===== src/rtl/lsu_align.sv =====
module lsu_align #(
  parameter int OFF_W = 16
) (
  input  logic             clk,
  input  logic             rst_n,
  input  logic             req_valid,
  input  logic [2:0]       req_op,
  input  logic [31:0]      base,
  input  logic [OFF_W-1:0] offset,
  input  logic [31:0]      store_data,
  output logic [31:0]      mem_addr,
  output logic             mem_re,
  output logic [3:0]       mem_we,
  output logic [31:0]      mem_wdata,
  input  logic [31:0]      mem_rdata,
  output logic [31:0]      load_data,
  output logic             load_valid,
  output logic             align_fault
);
  localparam int NLANE = 4;
  localparam logic [2:0] OP_LDW = 3'd0, OP_LDB = 3'd1, OP_LDBU = 3'd2,
                         OP_STW = 3'd3, OP_STB = 3'd4;

  logic [31:0] eff;
  logic [1:0]  lane;
  logic        is_word, is_load, misal;
  logic [NLANE-1:0] lane_hit;

  assign eff     = base + {{(32-OFF_W){offset[OFF_W-1]}}, offset};
  assign lane    = eff[1:0];
  assign is_word = (req_op == OP_LDW) || (req_op == OP_STW);
  assign is_load = (req_op == OP_LDW) || (req_op == OP_LDB) || (req_op == OP_LDBU);
  assign misal   = is_word && (lane != 2'b00);

  for (genvar g = 0; g < NLANE; g++) begin : g_hit
    assign lane_hit[g] = (lane == 2'(NLANE-1-g));
  end

  assign mem_addr  = {eff[31:2], 2'b00};
  assign mem_re    = req_valid && is_load && !misal;
  assign mem_wdata = (req_op == OP_STB) ? {NLANE{store_data[7:0]}} : store_data;

  always_comb begin
    mem_we = '0;
    if (req_valid && !misal) begin
      if (req_op == OP_STW)      mem_we = '1;
      else if (req_op == OP_STB) mem_we = lane_hit;
    end
  end

  logic       vld_q, flt_q;
  logic [2:0] op_q;
  logic [1:0] lane_q;

  always_ff @(posedge clk) begin
    if (!rst_n) begin
      vld_q  <= 1'b0;
      flt_q  <= 1'b0;
      op_q   <= OP_LDW;
      lane_q <= 2'b00;
    end else begin
      vld_q  <= req_valid && is_load;
      flt_q  <= req_valid && misal;
      op_q   <= req_op;
      lane_q <= lane;
    end
  end

  logic [7:0] rd_lane [NLANE];
  for (genvar g = 0; g < NLANE; g++) begin : g_rd
    assign rd_lane[g] = mem_rdata[8*(NLANE-1-g) +: 8];
  end

  logic [7:0] rd_byte;
  assign rd_byte = rd_lane[lane_q];

  always_comb begin
    load_data = '0;
    if (vld_q && !flt_q) begin
      case (op_q)
        OP_LDW:  load_data = mem_rdata;
        OP_LDB:  load_data = {{24{rd_byte[7]}}, rd_byte};
        default: load_data = {24'h0, rd_byte};
      endcase
    end
  end

  assign load_valid  = vld_q;
  assign align_fault = flt_q;
endmodule


===== config.mk =====
export PLATFORM = sky130hd
export DESIGN_NAME = lsu_align
export DESIGN_NICKNAME = d
export VERILOG_FILES = /design/src/rtl/lsu_align.sv
export SDC_FILE = /design/constraint.sdc
export NUM_CORES = 1
export LEC_CHECK = 0
export BUFFER_PORTS_ARGS = -buffer_cell sky130_fd_sc_hd__clkbuf_2
export CAP_MARGIN = 20
export CORE_MARGIN = 4
export CORE_UTILIZATION = 43
export DETAILED_ROUTE_END_ITERATION = 12
export PLACE_DENSITY = 0.89
export SETUP_SLACK_MARGIN = 0.1
export SLEW_MARGIN = 20
export SYNTH_ARGS = -nofsm -noshare
export SYNTH_HDL_FRONTEND = slang
export SYNTH_SLANG_ARGS = --single-unit

===== constraint.sdc =====
create_clock -name clk -period 4 [get_ports clk]
set_clock_uncertainty 0.2 [all_clocks]
set_input_delay 0.6 -clock clk [delete_from_list [all_inputs] [get_ports clk]]
set_output_delay 0.6 -clock clk [all_outputs]
set_load 0.02 [all_outputs]

==> results.json <==
{
  "placed_cells": 746,
  "die_area_mm2": 0.00892,
  "crit_arrival_ps": 2930,
  "synthArstFlopShare_pct": 0,
  "synth_area_leader_cell": "nand2_1",
  "status": "finished clean",
  "io_pins": 221,
  "hpwl_um": 9210,
  "drv_slew": 0,
  "initial_core_util_pct": 44.3,
  "ir_drop_uv": 152,
  "yosys_most_used_dff": "dfxtp_1",
  "cp-start-kind": "primary input",
  "power.density_mw_per_mm2": 218,
  "core_mm2": 0.00725,
  "die_h_um": 94.5,
  "slowest_delay_ps": 420,
  "hold_path_startpoint": "req_op[1]",
  "wl_um": 10900,
  "clk_pin_slew_ps": 40,
  "rsz0062_at_grt": "yes",
  "yosys-top-cells-count": "nand2_1 (122), a21oi_1 (58), buf_4 (43)",
  "synth_top_area_share_pct": 14.2,
  "grt_pass1_vias": 3745,
  "rows": 31,
  "post-place-ws_ps": 93.6,
  "drt_iter0_drc": 183,
  "ant_nets": 0,
  "grt_pass1_wl_um": 17100,
  "ys_warn_count": 0,
  "holdWs_ps": 408,
  "ys_seq_area_share_pct": 4.36,
  "nets": 802,
  "dr_total_vias": 4041,
  "fin_crit_ps": 3730,
  "cts_buffers": 3,
  "syn_area_mm2": 0.00321,
  "drv_cap": 0,
  "hold_violations": 0,
  "crit_path_frequent_cell": "clkbuf_2",
  "syn_avg_cell_area_um2": 6.55,
  "avgViaCountPerCell": 5.39,
  "clkSinkCount": 7,
  "die_w_um": 94.5,
  "finish.utilization_pct": 56.9,
  "synth-seq-cells": 7,
  "design_area_mm2": 0.00413,
  "overflow": 0,
  "place.gp.congestion": 0.927,
  "htreeDepth": 1,
  "tightest_slew_ps": 865,
  "portBuffers": 218,
  "synth_most_common_cell": "nand2_1",
  "firstDrtPassIters": 5,
  "min_path_type": "in2reg",
  "period_share_pct": 93.2,
  "grt_max_degree": 33,
  "cts_tree": "done",
  "grt.total_usage_pct": 22.8,
  "setup_viol": 0,
  "cp_slowest_cell": "fa_1",
  "synth-edff-count": 0,
  "antenna_found_initial": 0,
  "antenna_cells": 0,
  "power_mw": 0.901,
  "path_cells": "clkbuf_2 > ha_1 > inv_1 > fa_1 > nor2b_2 > o21bai_1 > a2111oi_4 > o31ai_2 > o311ai_1 > a21oi_1 > xnor2_1 > clkbuf_2",
  "cp_max_fo": 3,
  "crit_start": "offset[0]",
  "leakagePower_nw": 2.22,
  "stdcell_count": 750,
  "root_buffer": "clkbuf_8",
  "wl_per_cell_um": 14.5,
  "syn_to_final_growth_pct": 28.3,
  "synth.distinct_cells": 54,
  "cts_buffer_depth": 2,
  "max_freq_mhz": 268,
  "critPathKind": "in2out",
  "tns_ps": 0,
  "maxSlewHeadroom_pct": 42.1,
  "end_kind": "output port",
  "placedInstanceArea_mm2": 0.00402,
  "cp.required_ps": 3200,
  "drc": 0,
  "post_cts_buffers": 0,
  "syn-instance-count": 491,
  "final_layout_size_suffix_gt1_share_pct": 38.6,
  "synthTopCellsByArea": "nand2_1 (14%), ha_1 (12%), buf_4 (10%)",
  "fin_ws_ps": 272
}
==> state kept, by name, summed over array words and instances (netlist names) <==
signal and count:
op_q 3, load_valid 1, align_fault 1, lane_q 2
==> path summary, 6_finish.rpt <==
kind / depth (start not counted) / slack, ps / end
worst max-delay path: 12 / 270 / mem_addr[26]
worst min-delay path: 2 / 410 / load_valid
==> area by class of cell <==
| class | count | area [um^2] |
|---|---|---|
| inverters | 10 | 37.5 |
| repair buffers | 219 | 1100 |
| multi-input cells | 411 | 2680 |
| clock buffers | 4 | 45.0 |
| well taps | 99 | 124 |
| flip-flops and latches | 7 | 140 |
| fillers | 689 | 3130 |
==> repair_timing <==
action	CTS	global route
gates resized for setup	1	12
endpoints found under the hold margin	0	0
setup endpoints to repair	1	6
pin swaps	0	2
hold buffers	0	0
==> worst max-delay path: cells and delay by family <==
| family | cells | cell delay [ps] |
|---|---|---|
| AOI/OAI and AO/OA | 5 | 1110 |
| adders and majority gates | 2 | 580 |
| buffers and inverters | 3 | 330 |
| xor gates and xnor gates | 1 | 170 |
| and+or+nand+nor | 1 | 150 |
==> kinds of logic after synthesis <==
logic type	count (synthesis)	share of synthesized area, %
simple gates	209	28.8
compound gates	129	25.5
buf+inv	74	14.4
fa+ha+maj	32	12.7
xor+xnor	31	8.45
mux	8	5.61
flops	7	4.36
other cells	1	0.117
==> placed cells by master, fill, tap and decap left out, types with 10 or more instances in the layout <==
cell type,synthesis,routed
xnor2_1,20,20
clkbuf_2,0,217
a21oi_1,58,57
inv_1,10,10
xor2_1,11,11
ha_1,31,27
nand3_1,13,13
nand2_1,122,122
o21ai_0,17,17
nor2_1,24,24
==> layer usage <==
layer	vias up	track usage [%]	wire length, um
li1	2003	-	-
met1	1825	26.4	4250
met2	191	42.0	5390
met3	22	3.90	1010
met4	0	8.17	237
met5	-	0	0
==> report_power, final <==
group          internal [mW]  switching, mW
clock                 0.0688         0.0290
sequential            0.0744        0.00831
combinational          0.281          0.439
Power figures use the tool's default switching activity.
